### src/rtl/sar_pkg.sv
package sar_pkg;
    typedef enum logic {
        ST_ACQ  = 1'b0,
        ST_CONV = 1'b1
    } sar_state_e;

    function automatic int cnt_width(input int n);
        return (n > 1) ? $clog2(n) : 1;
    endfunction
endpackage

### src/rtl/sar_edge_det.sv
module sar_edge_det (
    input  logic clk,
    input  logic rst_n,
    input  logic level_i,
    output logic rise_o
);
    logic prev_q;

    always_ff @(posedge clk or negedge rst_n) begin
        if (!rst_n) prev_q <= 1'b0;
        else        prev_q <= level_i;
    end

    assign rise_o = level_i & ~prev_q;
endmodule

### src/rtl/sar_pacer.sv
module sar_pacer import sar_pkg::*; #(
    parameter int CYC_PER_BIT = 4
) (
    input  logic clk,
    input  logic rst_n,
    input  logic run_i,
    output logic tick_o
);
    localparam int CW = cnt_width(CYC_PER_BIT);

    generate
        if (CYC_PER_BIT == 1) begin : g_direct
            assign tick_o = run_i;
        end else begin : g_count
            logic [CW-1:0] cnt_q;
            logic          wrap;

            assign wrap   = (cnt_q == CW'(CYC_PER_BIT - 1));
            assign tick_o = run_i & wrap;

            always_ff @(posedge clk or negedge rst_n) begin
                if (!rst_n)      cnt_q <= '0;
                else if (!run_i) cnt_q <= '0;
                else if (wrap)   cnt_q <= '0;
                else             cnt_q <= cnt_q + 1'b1;
            end
        end
    endgenerate
endmodule

### src/rtl/sar_reg.sv
module sar_reg #(
    parameter int DATA_W = 16
) (
    input  logic              clk,
    input  logic              rst_n,
    input  logic              load_i,
    input  logic              step_i,
    input  logic              cmp_i,
    output logic [DATA_W-1:0] trial_o,
    output logic [DATA_W-1:0] decided_o,
    output logic              last_o
);
    localparam logic [DATA_W-1:0] TOP_BIT = {1'b1, {(DATA_W-1){1'b0}}};

    logic [DATA_W-1:0] probe_q;
    logic [DATA_W-1:0] trial_q;

    assign decided_o = cmp_i ? trial_q : (trial_q & ~probe_q);
    assign last_o    = probe_q[0];
    assign trial_o   = trial_q;

    always_ff @(posedge clk or negedge rst_n) begin
        if (!rst_n) begin
            probe_q <= '0;
            trial_q <= '0;
        end else if (load_i) begin
            probe_q <= TOP_BIT;
            trial_q <= TOP_BIT;
        end else if (step_i) begin
            probe_q <= probe_q >> 1;
            trial_q <= decided_o | (probe_q >> 1);
        end
    end
endmodule

### src/rtl/sar_conv_ctrl.sv
module sar_conv_ctrl import sar_pkg::*; #(
    parameter int DATA_W      = 16,
    parameter int CYC_PER_BIT = 4
) (
    input  logic              clk,
    input  logic              rst_n,
    input  logic              convert_i,
    input  logic              cmp_i,
    output logic [DATA_W-1:0] trial_o,
    output logic              busy_o,
    output logic [DATA_W-1:0] result_o,
    output logic              valid_o,
    output logic              acq_o
);
    sar_state_e        state_q, state_d;
    logic              rise, start, tick, last, done;
    logic [DATA_W-1:0] trial_w, decided_w;
    logic [DATA_W-1:0] result_q;
    logic              valid_q;

    sar_edge_det u_edge (
        .clk     (clk),
        .rst_n   (rst_n),
        .level_i (convert_i),
        .rise_o  (rise)
    );

    sar_pacer #(.CYC_PER_BIT(CYC_PER_BIT)) u_pacer (
        .clk    (clk),
        .rst_n  (rst_n),
        .run_i  (state_q == ST_CONV),
        .tick_o (tick)
    );

    sar_reg #(.DATA_W(DATA_W)) u_reg (
        .clk       (clk),
        .rst_n     (rst_n),
        .load_i    (start),
        .step_i    (tick),
        .cmp_i     (cmp_i),
        .trial_o   (trial_w),
        .decided_o (decided_w),
        .last_o    (last)
    );

    assign start = (state_q == ST_ACQ) & rise;
    assign done  = tick & last;

    always_comb begin
        state_d = state_q;
        unique case (state_q)
            ST_ACQ:  if (start) state_d = ST_CONV;
            ST_CONV: if (done)  state_d = ST_ACQ;
            default: state_d = ST_ACQ;
        endcase
    end

    always_ff @(posedge clk or negedge rst_n) begin
        if (!rst_n) state_q <= ST_ACQ;
        else        state_q <= state_d;
    end

    always_ff @(posedge clk or negedge rst_n) begin
        if (!rst_n) begin
            result_q <= '0;
            valid_q  <= 1'b0;
        end else begin
            valid_q <= done;
            if (done) result_q <= decided_w;
        end
    end

    assign busy_o   = (state_q == ST_CONV);
    assign acq_o    = (state_q == ST_ACQ);
    assign trial_o  = busy_o ? trial_w : '0;
    assign result_o = result_q;
    assign valid_o  = valid_q;
endmodule

### config.mk
export PLATFORM = sky130hd
export DESIGN_NAME = sar_conv_ctrl
export DESIGN_NICKNAME = d
export VERILOG_FILES = /design/src/rtl/sar_pkg.sv /design/src/rtl/sar_edge_det.sv /design/src/rtl/sar_pacer.sv /design/src/rtl/sar_reg.sv /design/src/rtl/sar_conv_ctrl.sv
export SDC_FILE = /design/constraint.sdc
export NUM_CORES = 1
export LEC_CHECK = 0
export BUFFER_PORTS_ARGS = -buffer_cell sky130_fd_sc_hd__buf_2
export CAP_MARGIN = 40
export CORE_MARGIN = 5
export CORE_UTILIZATION = 35
export DETAILED_ROUTE_END_ITERATION = 6
export PLACE_DENSITY = 0.56
export SLEW_MARGIN = 20
export SYNTH_ARGS = -nofsm -noshare
export SYNTH_HDL_FRONTEND = slang
export SYNTH_SLANG_ARGS = --single-unit
### constraint.sdc
create_clock -name clk -period 2.31 [get_ports clk]
set_input_delay 0.3465 -clock clk [delete_from_list [all_inputs] [get_ports clk]]
set_output_delay 0.3465 -clock clk [all_outputs]
set_load 0.05 [all_outputs]
Yosys cells after proc, flatten, opt, wreduce, memory -nomap -nowiden
Index checks and enable logic that the tools add are counted.
- bits in registers: 53
- bits in latches: 0
- bits in writable memories: 0
- bits in read-only memories: 0
- bits of input ports: 4
- output and inout port bits: 35
- logic and storage cells: 30
- memories: 0
- $add $sub $neg: 1
- multiply operators: 0
- div/mod/pow operators: 0
- $lt $le $gt $ge: 0
- equality and inequality tests: 1
- shift-type cells: 0
- muxes and demuxes: 11
- bitwise gates (word level): 9
- reductions and logical operators: 1
- operators with widths (cell ; count):
    16-bit two-way mux ; 6
    16-bit bitwise AND ; 1
    16-bit NOT ; 1
    16-bit by 15-bit bitwise OR with 16-bit output ; 1
    1-bit bitwise AND ; 4
    2-bit two-way mux ; 2
    2-bit by 1-bit adder with 2-bit output, second input constant ; 1
    2-bit == test, second input constant ; 1
    1-bit two-way mux ; 2
    1-bit NOT ; 2
    1-bit case mux with 2 select lines ; 1
    2-bit nonzero test ; 1

Logic depth before layout (Yosys ltp)
Gate-level depths: netlist of run 1.
- word-level depth: 6
- depth in mapped cells: 5
- mapped depth without buffers: 4

Hierarchy
A second synthesis of run 1 with hierarchy kept.
- cells, all modules: 204
- area, all modules: 2387.3 sq um
- by module, submodules not included (module ; instances ; cells an instance ; area an instance (sq um) ; seq. area each (sq um)):
    sar_reg ; 1 ; 139 ; 1450.1 ; 800.8
    sar_conv_ctrl ; 1 ; 57 ; 809.5 ; 450.4
    sar_pacer ; 1 ; 6 ; 88.8 ; 50.0
    sar_edge_det ; 1 ; 2 ; 38.8 ; 25.0

Least setup slack after synthesis of run 1
Ideal clock, no wire load.
- path kind: flip-flop to output port
- start: register state_q, in the netlist busy_o
- end: output trial_o[12]
- arrival time: 1.826 ns
- data required time: 1.964 ns
- path slack: 0.137 ns
- stages on the path, launching flop included: 4
- buffers on the path: 1
- cell sequence: dfrtp_1 > buf_6 > inv_1 > nor2_1
- cells in the longest elaborated chain, start to end: 1
- ends and longest elaborated chain (element ; line ; source):
    from (decl) ; sar_conv_ctrl.sv:15 ; sar_state_e state_q, state_d;
    from (signal assigned) ; sar_conv_ctrl.sv:60 ; else state_q <= state_d;
    16-bit two-way mux ; sar_conv_ctrl.sv:75 ; assign trial_o = busy_o ? trial_w : '0;
    to (decl) ; sar_conv_ctrl.sv:9 ; output logic [DATA_W-1:0] trial_o,
Every way passes these cells.

Worst setup path after layout of run 1
- start: register state_q, in the netlist busy_o
- end: output trial_o[4]
Same word-level chain as after synthesis.

==> results of run 1 <==
[cell families (layout without fill, tap and decap cells)]
group	Yosys count	after routing	synth area share (%)
AO/OA/AOI/OAI	69	69	19.18
adder cells (fa/ha/maj)	1	1	0.5127
buffers and inverters	33	71	6.821
flip-flops	53	53	54.36
AND/OR/NAND/NOR	80	80	19.13
[sequential cells by signal (all words and copies together), names as in the netlist]
signal,flops
u_reg.trial_o,16
busy_o,1
result_o,16
u_edge.prev_q,1
u_pacer.g_count.cnt_q,2
valid_o,1
u_reg.probe_q,16
[metal layers]
layer,share of wire [%],vias up
met1,48,854
met5,0,-
met2,48,28
met4,1.1,0
li1,-,890
met3,3.0,6
[worst max path at each step]
| stage | slack, ps | endpoint | startpoint | depth (start not counted) |
|---|---|---|---|---|
| 3_5_place_dp | 580 | u_reg.trial_o[14]$_DFFE_PN0P_ | u_pacer.g_count.cnt_q[0]$_DFF_PN0_ | 4 |
| 4_1_cts | 300 | trial_o[0] | busy_o$_DFF_PN0_ | 3 |
| 6_report | 300 | trial_o[4] | busy_o$_DFF_PN0_ | 3 |
| 3_3_place_gp | 580 | u_reg.trial_o[14]$_DFFE_PN0P_ | u_pacer.g_count.cnt_q[0]$_DFF_PN0_ | 4 |
| 5_1_grt | 200 | trial_o[0] | busy_o$_DFF_PN0_ | 3 |
| 2_1_floorplan | 140 | trial_o[12] | busy_o$_DFF_PN0_ | 3 |
[power groups by stage]
stage                     Sequential [mW]  Combinational (mW)  Clock, mW
after CTS                            1.30                1.07      0.547
final                                1.30                1.05      0.525
after detailed placement             1.32                1.07          0
after global placement               1.31                1.06          0
after floorplan                      1.30               0.826          0
after global routing                 1.34                1.16      0.586
[cell type report]
type                       instances  share of cell area, %
clock buffer                       7                  3.072
inverter                          18                  2.404
multi-input combinational        150                  33.70
sequential                        53                  47.19
tap                               96                  4.274
timing repair buffer              46                  9.350
[Yosys cell counts]
master    number
buf_4          1
buf_2          3
a211o_2        1
nor2_1         1
ha_1           1
inv_1         18
and3_2         5
o311ai_0       1
nand2_1       30
o21ai_0       33
clkbuf_1       7
dfrtp_1       53
a21o_1         7
and3_1         7
o31ai_1        1
o22a_1         1
nor2b_1        1
nor2b_4        1
a22o_1         8
and2_1        15
a21boi_0       3
nand3_1        1
clkbuf_8       2
buf_6          2
nor3b_1       14
nor2_2         1
and2_2         2
a211o_1       14
nor3_1         1
nor3b_4        1
[through the flow]
step                      hold WS, ps  instance area (µm²)  util (%)  std cells
final                           71.31                 2810     41.36        370
after global routing            113.5                 2810     41.36        370
after CTS                       83.26                 2810     41.36        370
after detailed placement        420.3                 2724     40.09        363
after global placement          417.6                 2724     40.09        363
after floorplan                 50.91                 2440         -        236
[worst register-to-register path, cell delays in order, from the launching register on]
cell and delay (ps):
dfrtp_1 370, ha_1 320, nor2b_4 470, a21boi_0 160
a211o_1 280
==> results.sh, run 1 <==
export IMPL_leakage_nw=1.475
export IMPL_grt_max_degree=28
export IMPL_grt_pass1_wl_mm=9.045
export IMPL_core_rowCount=30
export IMPL_antenna_cells=0
export IMPL_synth_area_leader_cell="dfrtp_1"
export IMPL_ys_types=30
export IMPL_synth_avg_cell_area_um2=10.34
export IMPL_p_int_mw=1.744
export IMPL_cts_resized=0
export IMPL_clock_skew_ps=6.973
export IMPL_multi_input_area_um2=947.2
export IMPL_required_ps=1960
export IMPL_ios=39
export IMPL_totalWireLength_mm=5.210
export IMPL_grtUsageTotal_pct=13.05
export IMPL_cts_sinks=53
export IMPL_power_frac_clock_pct=18.2
export IMPL_startpoint_type="flop"
export IMPL_rr_endpoint="u_reg.trial_o[14]$_DFFE_PN0P_"
export IMPL_cts_buffers=5
export IMPL_hpwlAfterDp_mm=3.526
export IMPL_drc=0
export IMPL_p_total_mw=2.879
export IMPL_met2_usage_pct=21.50
export IMPL_combPwrFrac_pct=36.6
export IMPL_yosys_top_cells_area="dfrtp_1 54%, o21ai_0 6.8%, a211o_1 5.0%"
export IMPL_yosys_warnings=0
export IMPL_grt_pass1_vias=1801
export IMPL_r2r_slack_ps=590
export IMPL_rsz0062_at_grt="false"
export IMPL_outcome="complete, no violations"
export IMPL_ys_seq_area_share_pct=54.36
export IMPL_synth_seq_cells=53
export IMPL_fmax_mhz=497.8
export IMPL_final_cell_mix="53 x dfrtp_1, 38 x buf_2, 33 x o21ai_0"
export IMPL_cts_buffer_depth=2
export IMPL_cts_max_level=2
export IMPL_netlist_instances=236
export IMPL_arrival_ps=1660
export IMPL_die_h_um=93.49
export IMPL_path_clk_slew_ps=90
export IMPL_crit_chain="buf_4, and2_1, buf_2"
export IMPL_synth_nets=241
export IMPL_drtAntennaViolNets=0
export IMPL_regArea_um2=1326
export IMPL_syn_to_final_growth_pct=15.18
export IMPL_cap_violations=0
export IMPL_busiest_layer="met2"
export IMPL_post_cts_setup_buffer_count=0
export IMPL_synth_top_area_share_pct=54.36
export IMPL_insertion_delay_ps=300
export IMPL_first_pass_iters=4
export IMPL_dieArea_um2=8740
export IMPL_tns_ps=0
export IMPL_final_hold_viol_count=0
export IMPL_initial_core_util_pct=35.91
export IMPL_grt_remaining_overflow=0
export IMPL_place_ws_ps=579.3
export IMPL_r2r_cells=4
export IMPL_finalNetCount=279
export IMPL_wl_per_cell_um=14.08
export IMPL_die_width_um=93.49
export IMPL_finalCritPeriodShare_pct=86.96
export IMPL_grtUsageMet3_pct=3.138
export IMPL_fin_ws_ps=301.3
export IMPL_avgViaCountPerCell=4.805
export IMPL_worst_pin_slew_ps=660.6
export IMPL_syn_cell_area_um2=2440
export IMPL_gp_congestion=0.7807
export IMPL_drive_gt1_share_pct=22.99
export IMPL_gr_usage_met1_pct=16.79
export IMPL_power_net_switching_mw=1.136
export IMPL_crit_type="reg2out"
export IMPL_endpoint_kind="output pin"
export IMPL_numPortBuffers=38
export IMPL_cts_hold_buf=0
export IMPL_critical_path_top_delay_family="buffers and inverters"
export IMPL_via_count=1778
export IMPL_power_density_nw_per_um2=1025
export IMPL_critPathMaxFanout=23
export IMPL_setup_viol=0
export IMPL_peakVddDrop_uv=285.5
export IMPL_core_um2=6794
export IMPL_antenna_found_initial=0
export IMPL_crit_buf_inv=2
export IMPL_crit_reg2reg_launch="u_pacer.g_count.cnt_q[0]$_DFF_PN0_"
export IMPL_root_buffer="clkbuf_8"
export IMPL_slew_violations=0
export IMPL_first_iter_violations=70
export IMPL_power_share_switching_pct=39.44
export IMPL_fill_cells=685
export IMPL_slowest_stage="dfrtp_1"
export IMPL_finalCriticalPeriod_ps=2009
export IMPL_min_delay_path_class="in2async"
export IMPL_max_stage_delay_ps=580
export IMPL_seqPwrFrac_pct=45.2
export IMPL_cts_tree="built"
export IMPL_final_common_cell="dfrtp_1"
export IMPL_slew_headroom_pct=55.96
No activity file was read; power rests on OpenSTA's default activity.
==> run 2: changes to the inputs <==
--- a/config.mk
+++ b/config.mk
@@ -11,6 +11,7 @@
 export CORE_UTILIZATION = 35
 export DETAILED_ROUTE_END_ITERATION = 6
 export PLACE_DENSITY = 0.56
+export RECOVER_POWER = 25
 export SLEW_MARGIN = 20
 export SYNTH_ARGS = -nofsm -noshare
 export SYNTH_HDL_FRONTEND = slang
==> run 2 against run 1 <==
The run now ends with max-capacitance violations, max-slew violations left. Maximum frequency is 0.25% higher. Clock skew increased by 0.77 ps. Global-route usage unchanged. Critical path depth unchanged. First-iteration DRC count down 8.6%. Via count is 0.67% higher. Flip-flop and latch count stayed put. Clock power grew 0.8%. Non-clock buffer count did not move. Total power is 0.12% higher. Final cell count stayed put. Critical path type unchanged. Largest cell class unchanged.
==> results.sh, run 2 (synthesis gave the netlist of run 1 again) <==
export IMPL_outcome="finished, violations left"
export IMPL_violations="max-capacitance violations, max-slew violations"
export IMPL_grt_remaining_overflow=0
export IMPL_gp_congestion=0.7807
export IMPL_antenna_cells=0
export IMPL_core_rowCount=30
export IMPL_finalCriticalPeriod_ps=2004
export IMPL_avgViaCountPerCell=4.838
export IMPL_crit_type="reg2out"
export IMPL_fill_cells=687
export IMPL_stdcell_area_um2=2808
export IMPL_drtAntennaViolNets=0
export IMPL_cts_sinks=53
export IMPL_crit_path_end="trial_o[4]"
export IMPL_grtUsageTotal_pct=13.05
export IMPL_antenna_found_initial=0
export IMPL_first_pass_iters=4
export IMPL_wl_per_cell_um=14.10
export IMPL_post_cts_setup_buffer_count=0
export IMPL_crit_reg2reg_launch="u_pacer.g_count.cnt_q[0]$_DFF_PN0_"
export IMPL_clock_skew_ps=7.740
export IMPL_hold_path_depth=1
export IMPL_cts_tree="built"
export IMPL_final_cell_mix="53 x dfrtp_1, 36 x buf_2, 33 x o21ai_0"
export IMPL_drc=0
export IMPL_worstSetupPathDepth=3
export IMPL_finalCritPeriodShare_pct=86.74
export IMPL_tns_ps=0
export IMPL_leakage_nw=1.469
export IMPL_peakVddDrop_uv=286.6
export IMPL_power_density_nw_per_um2=1027
export IMPL_startpoint_type="flop"
export IMPL_final_hold_viol_count=0
export IMPL_root_buffer="clkbuf_8"
export IMPL_cts_hold_buf=0
export IMPL_endpoint_kind="output pin"
export IMPL_first_iter_violations=64
export IMPL_ios=39
export IMPL_die_h_um=93.49
export IMPL_required_ps=1960
export IMPL_cts_resized=0
export IMPL_fmax_mhz=499.1
export IMPL_regArea_um2=1326
export IMPL_slew_headroom_pct=-5.502
export IMPL_final_common_cell="dfrtp_1"
export IMPL_post_dp_cell_area_um2=2724
export IMPL_slowest_stage="dfrtp_1"
export IMPL_totalWireLength_mm=5.216
export IMPL_cts_buffers=5
export IMPL_cap_violations=1
export IMPL_die_width_um=93.49
export IMPL_arrival_ps=1660
export IMPL_worst_pin_slew_ps=1583
export IMPL_finalNetCount=279
export IMPL_syn_to_final_growth_pct=15.08
export IMPL_drive_gt1_share_pct=22.26
export IMPL_slew_violations=27
export IMPL_setup_viol=0
export IMPL_grt_pass1_wl_mm=9.045
export IMPL_dp_cells=363
export IMPL_insertion_delay_ps=300
export IMPL_crit_start="busy_o$_DFF_PN0_"
export IMPL_cts_max_level=2
export IMPL_p_int_mw=1.743
export IMPL_power_share_switching_pct=39.52
export IMPL_crit_buf_inv=2
export IMPL_combPwrFrac_pct=36.6
export IMPL_r2r_cells=4
export IMPL_multi_input_area_um2=947.2
export IMPL_path_clk_slew_ps=90
export IMPL_via_count=1790
export IMPL_initial_core_util_pct=35.91
export IMPL_instances_no_fill=370
export IMPL_dieArea_um2=8740
export IMPL_power_net_switching_mw=1.139
export IMPL_rr_endpoint="u_reg.trial_o[14]$_DFFE_PN0P_"
export IMPL_grt_pass1_vias=1801
export IMPL_numPortBuffers=38
export IMPL_hpwlAfterDp_mm=3.526
export IMPL_critPathMaxFanout=23
export IMPL_crit_chain="buf_4, and2_1, buf_2"
export IMPL_seqPwrFrac_pct=45.1
export IMPL_power_frac_clock_pct=18.3
export IMPL_grt_max_degree=28
export IMPL_cts_buffer_depth=2
export IMPL_core_um2=6794
export IMPL_rsz0062_at_grt="false"
export IMPL_r2r_slack_ps=600
export IMPL_min_delay_path_class="in2reg"
export IMPL_critical_path_top_delay_family="buffers and inverters"
export IMPL_max_stage_delay_ps=580
==> run 2: area by class of cell <==
class / instances / share of cell area [%]
Tap cell: 96 / 4.278
Clock buffer: 7 / 3.075
Inverter: 18 / 2.406
Multi-Input combinational cell: 150 / 33.73
Sequential cell: 53 / 47.24
Timing Repair Buffer: 46 / 9.269
==> run 2: worst min path at each step <==
stage                                   end       from
2_1_floorplan              busy_o$_DFF_PN0_      rst_n
3_3_place_gp       result_o[14]$_DFFE_PN0P_      rst_n
3_5_place_dp       result_o[14]$_DFFE_PN0P_      rst_n
4_1_cts        u_reg.probe_q[0]$_DFFE_PN0P_      rst_n
5_1_grt             u_edge.prev_q$_DFF_PN0_  convert_i
6_report            u_edge.prev_q$_DFF_PN0_  convert_i
==> run 2: per-stage QoR <==
stage	power [mW]	hold WS, ps	utilization (%)	worst slack, ps
2_1_floorplan	2.123	50.91	-	137.1
3_3_place_gp	2.374	417.6	40.09	582.0
3_5_place_dp	2.385	420.3	40.09	579.3
4_1_cts	2.916	83.26	41.36	301.2
5_1_grt	3.081	164.8	41.33	204.6
6_report	2.883	179.0	41.33	306.4
==> run 2: worst reg2reg max path: stages, from the launching register on <==
cell      delay (ps)
dfrtp_1          370
ha_1             320
nor2b_4          470
a21boi_0         160
a211o_1          280
==> run 2: power groups by stage <==
stage          clock [mW]  sequential [mW]  combinational [mW]
2_1_floorplan           0             1.30               0.826
3_3_place_gp            0             1.31                1.06
3_5_place_dp            0             1.32                1.07
4_1_cts             0.547             1.30                1.07
5_1_grt             0.586             1.34                1.16
6_report            0.529             1.30                1.05
==> run 2: metal layers <==
| layer | GRT usage [%] | share of wire (%) | wire length (µm) |
|---|---|---|---|
| met1 | 16.79 | 48 | 2517 |
| met2 | 21.50 | 48 | 2492 |
| met3 | 3.138 | 2.9 | 152 |
| met4 | 4.274 | 1.1 | 55 |
| met5 | 0 | 0 | 0 |
